File: config.mk
export PLATFORM = sky130hd
export DESIGN_NAME = pinmux_bank
export DESIGN_NICKNAME = d
export VERILOG_FILES = /design/src/rtl/pinmux_pkg.sv /design/src/rtl/pinmux_rst_sync.sv /design/src/rtl/pinmux_sync.sv /design/src/rtl/pinmux_group.sv /design/src/rtl/pinmux_route.sv /design/src/rtl/pinmux_bank.sv
export SDC_FILE = /design/constraint.sdc
export NUM_CORES = 1
export LEC_CHECK = 0
export BUFFER_PORTS_ARGS = -buffer_cell sky130_fd_sc_hd__buf_2
export CAP_MARGIN = 20
export CORE_AREA = 2 2 568 570
export CTS_CLUSTER_DIAMETER = 60
export DETAILED_ROUTE_END_ITERATION = 10
export DIE_AREA = 0 0 570 572
export PLACE_DENSITY = 0.32
export SYNTH_ARGS = -nofsm -noshare
export SYNTH_HDL_FRONTEND = slang
export SYNTH_SLANG_ARGS = --single-unit
File: constraint.sdc
create_clock -name clk -period 26.9 [get_ports clk]
set_clock_uncertainty 0.15 [all_clocks]
set_input_delay 4.035 -clock clk [delete_from_list [all_inputs] [get_ports clk]]
set_output_delay 4.035 -clock clk [all_outputs]
set_load 0.005 [all_outputs]
File: src/rtl/pinmux_pkg.sv
package pinmux_pkg;
  localparam int PINS_PER_GROUP = 8;

  typedef enum logic [1:0] {
    FN_GPIO  = 2'd0,
    FN_CLI_A = 2'd1,
    FN_CLI_B = 2'd2,
    FN_CLI_C = 2'd3
  } pin_fn_e;

  localparam logic [2:0] OFS_SEL_LO = 3'd0;
  localparam logic [2:0] OFS_SEL_HI = 3'd1;
  localparam logic [2:0] OFS_DRIVE  = 3'd2;
  localparam logic [2:0] OFS_OUTV   = 3'd3;
  localparam logic [2:0] OFS_INPUT  = 3'd6;
endpackage

File: src/rtl/pinmux_rst_sync.sv
module pinmux_rst_sync (
  input  logic clk,
  input  logic rst_n,
  output logic rst_sync_n
);
  logic [1:0] stage_q;

  always_ff @(posedge clk or negedge rst_n) begin
    if (!rst_n) stage_q <= 2'b00;
    else        stage_q <= {stage_q[0], 1'b1};
  end

  assign rst_sync_n = stage_q[1];
endmodule

File: src/rtl/pinmux_sync.sv
module pinmux_sync #(
  parameter int W = 8
) (
  input  logic         clk,
  input  logic         rst_n,
  input  logic [W-1:0] d,
  output logic [W-1:0] q
);
  logic [W-1:0] meta_q, sync_q;

  always_ff @(posedge clk or negedge rst_n) begin
    if (!rst_n) begin
      meta_q <= '0;
      sync_q <= '0;
    end else begin
      meta_q <= d;
      sync_q <= meta_q;
    end
  end

  assign q = sync_q;

  // cycles since reset, saturating at 2, so the check never looks before reset
  logic [1:0] age_q;
  always_ff @(posedge clk or negedge rst_n) begin
    if (!rst_n)              age_q <= 2'd0;
    else if (age_q != 2'd2)  age_q <= age_q + 2'd1;
  end

  assert_sync_latency_R8: assert property (@(posedge clk) disable iff (!rst_n)
    (age_q == 2'd2) |-> (q == $past(d, 2)));
endmodule

File: src/rtl/pinmux_group.sv
module pinmux_group
  import pinmux_pkg::*;
(
  input  logic        clk,
  input  logic        rst_n,
  input  logic        wr_hit,
  input  logic [2:0]  ofs,
  input  logic [7:0]  wdata,
  input  logic [7:0]  in_sync,
  output logic [15:0] fn,
  output logic [7:0]  drive,
  output logic [7:0]  outv,
  output logic [7:0]  rbyte
);
  logic [7:0] sel_lo_q, sel_hi_q, drive_q, outv_q;
  logic       sel_lo_en, sel_hi_en, drive_en, outv_en;

  always_comb begin
    sel_lo_en = wr_hit && (ofs == OFS_SEL_LO);
    sel_hi_en = wr_hit && (ofs == OFS_SEL_HI);
    drive_en  = wr_hit && (ofs == OFS_DRIVE);
    outv_en   = wr_hit && (ofs == OFS_OUTV);
  end

  always_ff @(posedge clk or negedge rst_n) begin
    if (!rst_n) begin
      sel_lo_q <= '0;
      sel_hi_q <= '0;
      drive_q  <= '0;
      outv_q   <= '0;
    end else begin
      if (sel_lo_en) sel_lo_q <= wdata;
      if (sel_hi_en) sel_hi_q <= wdata;
      if (drive_en)  drive_q  <= wdata;
      if (outv_en)   outv_q   <= wdata;
    end
  end

  // position p uses bits [2p+1:2p] of {hi, lo}
  assign fn    = {sel_hi_q, sel_lo_q};
  assign drive = drive_q;
  assign outv  = outv_q;

  always_comb begin
    case (ofs)
      OFS_SEL_LO: rbyte = sel_lo_q;
      OFS_SEL_HI: rbyte = sel_hi_q;
      OFS_DRIVE:  rbyte = drive_q;
      OFS_OUTV:   rbyte = outv_q;
      OFS_INPUT:  rbyte = in_sync;
      default:    rbyte = 8'h00;
    endcase
  end

  assert_sel_write_R6: assert property (@(posedge clk) disable iff (!rst_n)
    (wr_hit && ofs == OFS_SEL_LO) |=> (fn[7:0] == $past(wdata)));

  assert_input_write_ignored_R9: assert property (@(posedge clk) disable iff (!rst_n)
    (wr_hit && ofs == OFS_INPUT) |=> $stable({fn, drive, outv}));
endmodule

File: src/rtl/pinmux_route.sv
module pinmux_route
  import pinmux_pkg::*;
#(
  parameter int NPINS = 8
) (
  input  logic [2*NPINS-1:0] fn,
  input  logic [NPINS-1:0]   gpio_drive,
  input  logic [NPINS-1:0]   gpio_outv,
  input  logic [NPINS-1:0]   cli_a_out,
  input  logic [NPINS-1:0]   cli_a_oe,
  input  logic [NPINS-1:0]   cli_b_out,
  input  logic [NPINS-1:0]   cli_b_oe,
  input  logic [NPINS-1:0]   cli_c_out,
  input  logic [NPINS-1:0]   cli_c_oe,
  output logic [NPINS-1:0]   pad_out,
  output logic [NPINS-1:0]   pad_oe
);
  for (genvar i = 0; i < NPINS; i++) begin : g_pin
    pin_fn_e code;
    logic    po, pe;

    assign code = pin_fn_e'(fn[2*i +: 2]);

    always_comb begin
      case (code)
        FN_CLI_A: begin po = cli_a_out[i]; pe = cli_a_oe[i]; end
        FN_CLI_B: begin po = cli_b_out[i]; pe = cli_b_oe[i]; end
        FN_CLI_C: begin po = cli_c_out[i]; pe = cli_c_oe[i]; end
        default:  begin po = gpio_outv[i]; pe = gpio_drive[i]; end
      endcase
    end

    assign pad_out[i] = po;
    assign pad_oe[i]  = pe;
  end
endmodule

File: src/rtl/pinmux_bank.sv
module pinmux_bank
  import pinmux_pkg::*;
#(
  parameter int NUM_GROUPS = 18,
  parameter int BASE_ADDR  = 32,
  parameter int ADDR_W     = 8
) (
  input  logic                                 clk,
  input  logic                                 rst_n,
  input  logic [ADDR_W-1:0]                    addr,
  input  logic [7:0]                           wr_data,
  input  logic                                 wr_en,
  input  logic                                 rd_en,
  output logic [7:0]                           rd_data,
  input  logic [NUM_GROUPS*PINS_PER_GROUP-1:0] pad_in,
  output logic [NUM_GROUPS*PINS_PER_GROUP-1:0] pad_out,
  output logic [NUM_GROUPS*PINS_PER_GROUP-1:0] pad_oe,
  input  logic [NUM_GROUPS*PINS_PER_GROUP-1:0] cli_a_out,
  input  logic [NUM_GROUPS*PINS_PER_GROUP-1:0] cli_a_oe,
  input  logic [NUM_GROUPS*PINS_PER_GROUP-1:0] cli_b_out,
  input  logic [NUM_GROUPS*PINS_PER_GROUP-1:0] cli_b_oe,
  input  logic [NUM_GROUPS*PINS_PER_GROUP-1:0] cli_c_out,
  input  logic [NUM_GROUPS*PINS_PER_GROUP-1:0] cli_c_oe,
  output logic [NUM_GROUPS*PINS_PER_GROUP-1:0] client_in
);
  localparam int NPINS = NUM_GROUPS * PINS_PER_GROUP;
  localparam int LIMIT = BASE_ADDR + NUM_GROUPS * 8;
  localparam int GRP_W = ADDR_W - 3;

  logic              rst_i_n;
  logic [ADDR_W-1:0] rel;
  logic [GRP_W-1:0]  grp_idx;
  logic [2:0]        ofs;
  logic              in_range;
  logic [NPINS-1:0]  in_sync;
  logic [2*NPINS-1:0] fn_all;
  logic [NPINS-1:0]  drive_all, outv_all;
  logic [7:0]        rbytes [NUM_GROUPS];
  logic [7:0]        rd_mux, rd_d, rd_q;

  pinmux_rst_sync u_rst (.clk(clk), .rst_n(rst_n), .rst_sync_n(rst_i_n));

  always_comb begin
    rel      = addr - ADDR_W'(BASE_ADDR);
    grp_idx  = rel[ADDR_W-1:3];
    ofs      = rel[2:0];
    in_range = (int'(addr) >= BASE_ADDR) && (int'(addr) < LIMIT);
  end

  pinmux_sync #(.W(NPINS)) u_sync (
    .clk(clk), .rst_n(rst_i_n), .d(pad_in), .q(in_sync)
  );

  for (genvar g = 0; g < NUM_GROUPS; g++) begin : g_grp
    logic hit;
    assign hit = wr_en && in_range && (grp_idx == GRP_W'(g));

    pinmux_group u_grp (
      .clk    (clk),
      .rst_n  (rst_i_n),
      .wr_hit (hit),
      .ofs    (ofs),
      .wdata  (wr_data),
      .in_sync(in_sync[g*8 +: 8]),
      .fn     (fn_all[g*16 +: 16]),
      .drive  (drive_all[g*8 +: 8]),
      .outv   (outv_all[g*8 +: 8]),
      .rbyte  (rbytes[g])
    );
  end

  pinmux_route #(.NPINS(NPINS)) u_route (
    .fn        (fn_all),
    .gpio_drive(drive_all),
    .gpio_outv (outv_all),
    .cli_a_out (cli_a_out),
    .cli_a_oe  (cli_a_oe),
    .cli_b_out (cli_b_out),
    .cli_b_oe  (cli_b_oe),
    .cli_c_out (cli_c_out),
    .cli_c_oe  (cli_c_oe),
    .pad_out   (pad_out),
    .pad_oe    (pad_oe)
  );

  always_comb begin
    rd_mux = 8'h00;
    for (int g = 0; g < NUM_GROUPS; g++) begin
      if (grp_idx == GRP_W'(g)) rd_mux = rbytes[g];
    end
    rd_d = in_range ? rd_mux : 8'h00;
  end

  always_ff @(posedge clk or negedge rst_i_n) begin
    if (!rst_i_n)   rd_q <= 8'h00;
    else if (rd_en) rd_q <= rd_d;
  end

  assign rd_data   = rd_q;
  assign client_in = pad_in;

  assert_rd_hold_R7: assert property (@(posedge clk) disable iff (!rst_i_n)
    !rd_en |=> $stable(rd_data));

  assert_unmapped_zero_R9: assert property (@(posedge clk) disable iff (!rst_i_n)
    (rd_en && !in_range) |=> (rd_data == 8'h00));
endmodule

# Word level (Yosys, flattened, before mapping)
# Index checks and enable logic that the tools add are counted.
dict set report op_classes {
  n_mux 325
  reduce_logical 94
  n_addsub 1
  magnitude_cmp 2
  n_eq_ne 453
}
# op n
set ops {}
lappend ops {{$pmux 1 s3} 288}
lappend ops {{$pmux 8 s5} 18}
lappend ops {{$eq 2x2->1 const B} 288}
lappend ops {{$eq 2x1->1 const B} 144}
lappend ops {{$mux 8} 19}
lappend ops {{$logic_and 1x1->1} 92}
lappend ops {{$eq 5x4->1 const B} 8}
lappend ops {{$eq 5x3->1 const B} 4}
lappend ops {{$eq 5x2->1 const B} 2}
lappend ops {{$eq 5x5->1 const B} 2}
lappend ops {{$ge 8x6->1 const B} 1}
lappend ops {{$lt 8x8->1 const B} 1}
lappend ops {{$sub 8x6->8 const B} 1}
lappend ops {{$eq 3x2->1 const B} 2}
lappend ops {{$eq 5x1->1 const B} 1}
lappend ops {{$logic_not 5->1} 1}
lappend ops {{$eq 3x1->1 const B} 1}
lappend ops {{$eq 3x3->1 const B} 1}
lappend ops {{$logic_not 3->1} 1}
dict set report word_totals {
  output_inout_bits 440
  input_bits 1028
  reg_bits 874
  word_cells 951
}

# Depth between registers and ports, before layout
# Gate-level depths: netlist of the first run.
dict set report logic_depth {
  depth_word 22
  ltp_mapped 12
  ltp_nobuf 7
}

# Modules after synthesis
# A second synthesis of the first run with hierarchy kept.
dict set report hier_totals {
  cells_unflattened 3340
  area_unflattened_um2 48451.5
}
# mod cells_per_inst seq_area_each_um2 area_each_um2 n_inst
set by_module_without_submodules {}
lappend by_module_without_submodules {pinmux_group 112 800.8 1566.5 18}
lappend by_module_without_submodules {pinmux_route 576 0.0 9729.3 1}
lappend by_module_without_submodules {pinmux_sync 288 7206.9 7206.9 1}
lappend by_module_without_submodules {pinmux_bank 457 200.2 3264.4 1}
lappend by_module_without_submodules {pinmux_rst_sync 3 50.0 53.8 1}

# Worst setup path before layout of the first run
# No wires, ideal clock.
dict set report synth_timing {
  kind {input -> output}
  from {in cli_c_oe[0]}
  to {out pad_oe[0]}
  required_ps 22715
  slack_ps 18102
  stages 2
  arrival_time_ps 4613
  n_path_buf 1
  cell_sequence {mux4_2 -> buf_4}
}
dict set report synth_between {
  elab_chain_cells 1
}
# element line
set synth_lines {}
lappend synth_lines {{start: declaration} pinmux_bank.sv:23} ;# input logic [NUM_GROUPS*PINS_PER_GROUP-1:0] cli_c_oe,
lappend synth_lines {{$pmux 1 s3} pinmux_route.sv:25} ;# case (code)
lappend synth_lines {{end: declaration} pinmux_bank.sv:17} ;# output logic [NUM_GROUPS*PINS_PER_GROUP-1:0] pad_oe,
# No other way between the ends.

# Final worst setup path of the first run
dict set report layout_timing {
  from {in cli_c_oe[63]}
  to {out pad_oe[63]}
}
# The elaborated chain is that of the path after synthesis.

==> results_dict.tcl, run 1 <==
set metrics [dict create \
    cts_buffers 143 \
    cts_hold_buf 0 \
    min_path_cells 0 \
    fp.coreArea_sq_mm 0.320 \
    syn_to_final_growth_pct 31.0 \
    cts_setup_buffers 0 \
    hold_slack_ns 0.190 \
    layout_common_cells "buf_2 (1456), dfrtp_1 (873), mux2_2 (586)" \
    synth_cell_types 80 \
    drc 0 \
    syn-num-nets 4268 \
    syn_area_per_cell_sq_um 14.2 \
    critPathMaxStageDelay_ns 0.57 \
    ys_top_cells_by_area "dfrtp_1 (48%), mux4_2 (16%), mux2_2 (14%), buf_4 (7.4%), mux2i_1 (3.2%)" \
    grtUsageTotal_pct 20.1 \
    ir_worst_vdd_mv 0.0378 \
    synthCells 3240 \
    fillCellCount 35100 \
    reg2reg_slack_ns 22.59 \
    synth_top_area_share_pct 47.6 \
    insertion_delay_ns 0.79 \
    ys_warn_count 0 \
    cts_resized 0 \
    finalSetupViolCount 0 \
    std_cell_rows 208 \
    grt_setup_unrepaired "false" \
    clk_pin_slew_ns 0.06 \
    cts_tree "done" \
    final-hold-violation-count 0 \
    synth_flop_cell "dfrtp_1" \
    critical_path_class "input pin to primary output" \
    synth.largest_area_cell "dfrtp_1" \
    netlist_area_sq_mm 0.0459 \
    path_buf_inv 2 \
    die_x_um 570 \
    cp_cell_sequence "buf_2, mux4_2, buf_2" \
    grt_pass1_wl_mm 420 \
    cp_max_fo 1 \
    avgViaCountPerCell 4.08 \
    crit_path_start_kind "input pin" \
    ff2ff_path_depth 4 \
    synthArstFlopShare_pct 100 \
    htree_levels 4 \
    fin_crit_ns 9.23 \
    end_kind "primary output" \
    post-route-period-util_pct 34.3 \
    cts.sinks 874 \
    wl_per_cell_um 38.9 \
    start_util_pct 14.4 \
    cts_max_path_buffers 4 \
    power_density_mw_per_mm2 64.3 \
    fin_nets 5356 \
    wl_mm 338 \
    final_common_cell "buf_2" \
    drive_gt1_share_pct 62.9 \
    grt_overflow 0 \
    worst_pin_slew_ns 1.13 \
    p_leak_nw 27.6 \
    io_buffers 1467 \
    finalSetupTns_ns 0 \
    cp_num_cells 3 \
    finalMaxSlewViolations 0 \
    antenna_found_initial 165 \
    antenna_left 0 \
    outcome "complete, no violations" \
    floorplan.die_area_sq_mm 0.326 \
    worst-endpoint-required_ns 22.72 \
    arrival_ns 5.05 \
    ys_ff_latch 874 \
    max_freq_mhz 108 \
    place_congestion 0.900 \
    drv_cap 0 \
    dpl.hpwl_mm 276 \
    hp-class "register to register" \
    first_pass_iters 5 \
    cts-root-buf "clkbuf_16" \
    io-pin-count 1468 \
    die_h_um 572 \
    via_count 35500 \
    synth_edf_count 0 \
    grt_max_degree 153 \
    grt_pass1_vias 37200 \
    critical_path.top_delay_family "multiplexers" \
    slew_headroom_pct 24.4 \
    cp_common_cell "buf_2" \
    drt_iter0_drc 2506 \
    cp_slowest_cell "mux4_2" \
    yosysSeqAreaShare_pct 47.6 \
]
==> cells by family after synthesis <==
group,after synthesis,share of synthesized area [%]
multiplexers,1073,34.1
AO/OA/AOI/OAI,392,5.78
flip-flops,874,47.6
other,1,0.00816
AND/OR/NAND/NOR,284,3.36
buffers and inverters,616,9.16
==> final cells by class <==
cell class	instances	area (sq um)	share of cell area, %
Sequential cell	874	21900	36.3
Clock inverter	58	840	1.40
Timing Repair Buffer	1553	8050	13.4
Clock buffer	192	4040	6.71
Tap cell	4200	5260	8.73
Multi-Input combinational cell	1750	19900	33.1
Antenna cell	58	145	0.241
Inverter	6	27.5	0.0457
==> synthesized netlist by cell type (all sizes together), types with 8 or more instances <==
cell,instances
a2111oi,11
a211oi,10
a21oi,79
a221oi,24
a22oi,58
a31oi,14
buf,527
clkbuf,83
dfrtp,874
mux2,591
mux2i,148
mux4,334
nand2,65
nand3,31
nor2,117
nor3,13
o211ai,8
o21ai,67
o221ai,10
o22ai,42
o2bb2ai,18
==> registers in the layout, summed over array words and instances, names as in the netlist <==
register	flops
u_sync.q	144
g_grp.u_grp.sel_lo_q	144
u_sync.meta_q	144
g_grp.u_grp.sel_hi_q	144
rd_data	8
g_grp.u_grp.outv	144
u_rst.stage_q	2
g_grp.u_grp.drive	144
==> metal layers <==
metal / global-route usage [%] / wire length [um] / vias to the layer above
met5: 0 / 435 / -
met3: 4.71 / 22200 / 430
met2: 33.8 / 162000 / 1739
li1: - / - / 14200
met1: 25.0 / 140000 / 19000
met4: 6.95 / 12600 / 66
==> metrics by stage <==
| step | worst slack [ns] | total power, W | instances | cell area (sq um) | utilization (%) |
|---|---|---|---|---|---|
| after floorplan | 0.584 | 0.00168 | 3240 | 45900 | - |
| after global placement | 17.54 | 0.00198 | 8380 | 55100 | 17.2 |
| after detailed placement | 17.58 | 0.00198 | 8383 | 55200 | 17.2 |
| after CTS | 17.63 | 0.00395 | 8633 | 60000 | 18.8 |
| after global routing | 17.62 | 0.00402 | 8653 | 60100 | 18.8 |
| final | 17.67 | 0.00387 | 8691 | 60200 | 18.8 |
==> final timing paths <==
kind,startpoint,endpoint
setup / recovery,cli_c_oe[63],pad_oe[63]
min in group asynchronous,u_rst.stage_q[1]$_DFF_PN0_,g_grp[3].u_grp.outv[5]$_DFFE_PN0P_
hold / removal,u_sync.meta_q[113]$_DFF_PN0_,u_sync.q[113]$_DFF_PN0_
hold reg to reg,u_sync.meta_q[113]$_DFF_PN0_,u_sync.q[113]$_DFF_PN0_
max in group asynchronous,u_rst.stage_q[1]$_DFF_PN0_,g_grp[12].u_grp.sel_hi_q[0]$_DFFE_PN0P_
setup reg to reg,u_rst.stage_q[1]$_DFF_PN0_,g_grp[12].u_grp.sel_hi_q[0]$_DFFE_PN0P_
==> report_power, final <==
group | internal [W] | total, W | switching (W) | leakage [nW]
Combinational | 0.000195 | 0.000490 | 0.000296 | 13.8
Clock | 0.00121 | 0.00194 | 0.000729 | 2.38
Sequential | 0.00137 | 0.00145 | 0.0000736 | 11.5
No activity file was read; power rests on OpenSTA's default activity.
==> inputs of run 2 (changes only) <==
ABC_AREA = 1   (was default)
CORE_AREA = 2 2 567 569   (was 2 2 568 570)
DIE_AREA = 0 0 569 571   (was 0 0 570 572)
clock period = 8.01 ns   (was 26.9 ns; I/O delays follow)
==> run 2 against run 1 <==
Compared with the run above:
- via count grew 33%
- largest power group unchanged
- die area fell by 0.35%
- core utilization shrank 0.14 points
- synthesized area is 0.56% lower
- flip-flop and latch count did not move
- combinational power grew to 3.1 times the previous value
- critical path depth grew 19
- sequential power rose to 3.3 times the previous value
- cell count up 27%
==> results_dict.tcl, run 2 <==
set metrics [dict create \
    outcome "complete, no violations" \
    wl_per_cell_um 30.8 \
    io_buffers 1467 \
    final_common_cell "buf_2" \
    place_congestion 0.893 \
    hold_slack_ns 0.179 \
    synth.largest_area_cell "dfrtp_1" \
    drt_iter0_drc 3962 \
    via_count 47200 \
    min-delay-start "u_sync.meta_q[20]$_DFF_PN0_" \
    grt_pass1_wl_mm 440 \
    path_buf_inv 2 \
    layout_common_cells "buf_2 (1467), nand2_1 (1333), dfrtp_1 (873)" \
    fin_nets 7691 \
    dpl.hpwl_mm 272 \
    synthXorXnorAreaFrac_pct 0 \
    synth-compound-area-share_pct 14.5 \
    fp.coreArea_sq_mm 0.319 \
    critPathMaxStageDelay_ns 0.72 \
    clk_pin_slew_ns 0.05 \
    cts.sinks 874 \
    cp_common_cell "nand2_1" \
    synth_flop_cell "dfrtp_1" \
    timing.rr.end "rd_data[6]$_DFFE_PN0P_" \
    syn-num-nets 6739 \
    antenna_left 0 \
    start_util_pct 14.3 \
    synth_edf_count 0 \
    synth_top_area_share_pct 47.9 \
    post-route-period-util_pct 62.2 \
    worst-endpoint-required_ns 8.61 \
    rr_startpoint "g_grp[3].u_grp.sel_hi_q[6]$_DFFE_PN0P_" \
    power_density_mw_per_mm2 220 \
    synth_cell_types 37 \
    finalSetupViolCount 0 \
    critical_path.top_delay_family "simple AND/OR/NAND/NOR gates" \
    fin_crit_ns 4.98 \
    grt_max_degree 158 \
    cts_max_path_buffers 4 \
    worst_pin_slew_ns 1.12 \
    critical_path_class "input pin to register" \
    cp_cell_sequence "buf_2, nor2_2, nand2_8, inv_6, nand2_1, nand3_1, nor2_1, nor2_1, nor2_1, nand2_1, nand2_1, nand3_1, nand2_1, nand4_1, nand2_1, nand3_1, nand2_1, nand2_1, nand2_1, nand2_1, nand2_1, nand2_1" \
    first_pass_iters 6 \
    ys_top_cells_by_area "dfrtp_1 (48%), nand2_1 (11%), o21ai_0 (8.3%), nand3_1 (7.6%), buf_4 (7.4%)" \
    syn_area_per_cell_sq_um 8.00 \
    ff2ff_path_depth 12 \
    die_x_um 569 \
    insertion_delay_ns 0.84 \
    ir_worst_vdd_mv 0.133 \
    antenna_found_initial 151 \
    crit_path_end "rd_data[7]$_DFFE_PN0P_" \
    wl_mm 340 \
    grt_overflow 0 \
    cts_buffers 149 \
    p_leak_nw 26.0 \
    syn_to_final_growth_pct 30.5 \
    synthTopCellsByCount "nand2_1 (1334), dfrtp_1 (874), o21ai_0 (755)" \
    avgViaCountPerCell 4.27 \
    htree_levels 4 \
    std_cell_rows 208 \
    io-pin-count 1468 \
    cts_resized 0 \
    cts_tree "done" \
    synth_top_family_by_area "simple AND/OR/NAND/NOR gates" \
    grtUsageTotal_pct 20.1 \
    die_h_um 571 \
    instances_no_fill 11000 \
    drive_gt1_share_pct 26.5 \
    synth.most_common_cell "nand2_1" \
    yosysSeqAreaShare_pct 47.9 \
    ys_ff_latch 874 \
    synthCells 5711 \
    final-hold-violation-count 0 \
    synth.mux.area_fraction_pct 0 \
    drc 0 \
    ys_warn_count 0 \
    synth_fa_ha_area_share_pct 0 \
    arrival_ns 5.58 \
    floorplan.die_area_sq_mm 0.325 \
    cp_slowest_cell "inv_6" \
    finalMaxSlewViolations 0 \
    slew_headroom_pct 25.2 \
    startpoint "addr[1]" \
    grt_setup_unrepaired "false" \
    cp_max_fo 80 \
    synth_simple_gate_area_share_pct 24.5 \
    cp_num_cells 22 \
    end_kind "register" \
    crit_path_start_kind "input pin" \
    fillCellCount 36200 \
    drv_cap 0 \
    max_freq_mhz 201 \
    grt_pass1_vias 46400 \
    netlist_area_sq_mm 0.0457 \
    dp_cells 10700 \
    synthArstFlopShare_pct 100 \
    cts-root-buf "clkbuf_16" \
    reg2reg_slack_ns 4.53 \
    hp-class "register to register" \
]
run 2: cells by family (layout without fill, tap and decap cells):
family / after synthesis / in the layout
AOI/OAI and AO/OA: 1137 / 1137
buffers and inverters: 1112 / 2180
and+or+nand+nor: 2587 / 2587
other: 1 / 71
DFF: 874 / 874
run 2: metal layers:
layer,vias up,share of wire [%],GRT usage (%)
met4,28,3.6,7.16
met5,-,0.048,0
met3,443,7.2,5.04
li1,21100,-,-
met1,23600,43,25.8
met2,2070,46,32.4
run 2: final cells by class:
class	instances	area, sq um	share of cell area, %
flip-flops and latches	874	21900	36.7
multi-input cells	3725	17900	30.0
repair buffers	1513	7790	13.1
well taps	4200	5260	8.81
clock buffers	194	4140	6.94
inverters	400	1560	2.61
clock inverters	73	941	1.58
diodes	70	175	0.294
run 2: repair_timing:
item	in CTS	in global routing
hold endpoints to repair	2	0
hold buffers	1	0
buffers inserted	0	0
run 2: how the worst min path moves through the flow:
stage / endpoint / slack (ns) / cells after the start
3_3_place_gp: u_sync.q[129]$_DFF_PN0_ / 0.18 / 0
5_1_grt: u_sync.q[20]$_DFF_PN0_ / 0.18 / 0
2_1_floorplan: u_rst.stage_q[1]$_DFF_PN0_ / 0.18 / 0
6_report: u_sync.q[20]$_DFF_PN0_ / 0.18 / 0
3_5_place_dp: u_sync.q[45]$_DFF_PN0_ / 0.18 / 0
4_1_cts: u_sync.q[20]$_DFF_PN0_ / 0.18 / 0
run 2: power by group:
group | internal (W) | total (W) | switching [W] | leakage (nW)
sequential | 0.00460 | 0.00482 | 0.000223 | 11.5
clock | 0.00416 | 0.00676 | 0.00260 | 2.45
combinational | 0.000460 | 0.00152 | 0.00106 | 12.1
total | 0.00922 | 0.0131 | 0.00388 | 26.0
run 2: worst reg2reg max path: cells and delay by family, from the launching register on:
kind | cells | cell delay (ns)
compound gates | 2 | 0.66
buf+inv | 1 | 0.28
flops | 1 | 0.44
simple gates | 9 | 1.81
run 2: stage by stage:
| stage | power [W] | utilization [%] | area, sq um | setup slack (ns) | setup TNS (ns) |
|---|---|---|---|---|---|
| detailed placement | 0.00645 | 17.0 | 54400 | 2.06 | 0 |
| global route | 0.0136 | 18.7 | 59600 | 2.78 | 0 |
| CTS | 0.0133 | 18.6 | 59500 | 2.96 | 0 |
| finish | 0.0131 | 18.7 | 59600 | 3.03 | 0 |
| global placement | 0.00645 | 17.0 | 54400 | 2.11 | 0 |
| floorplan | 0.00548 | - | 45700 | -0.547 | -476.91 |
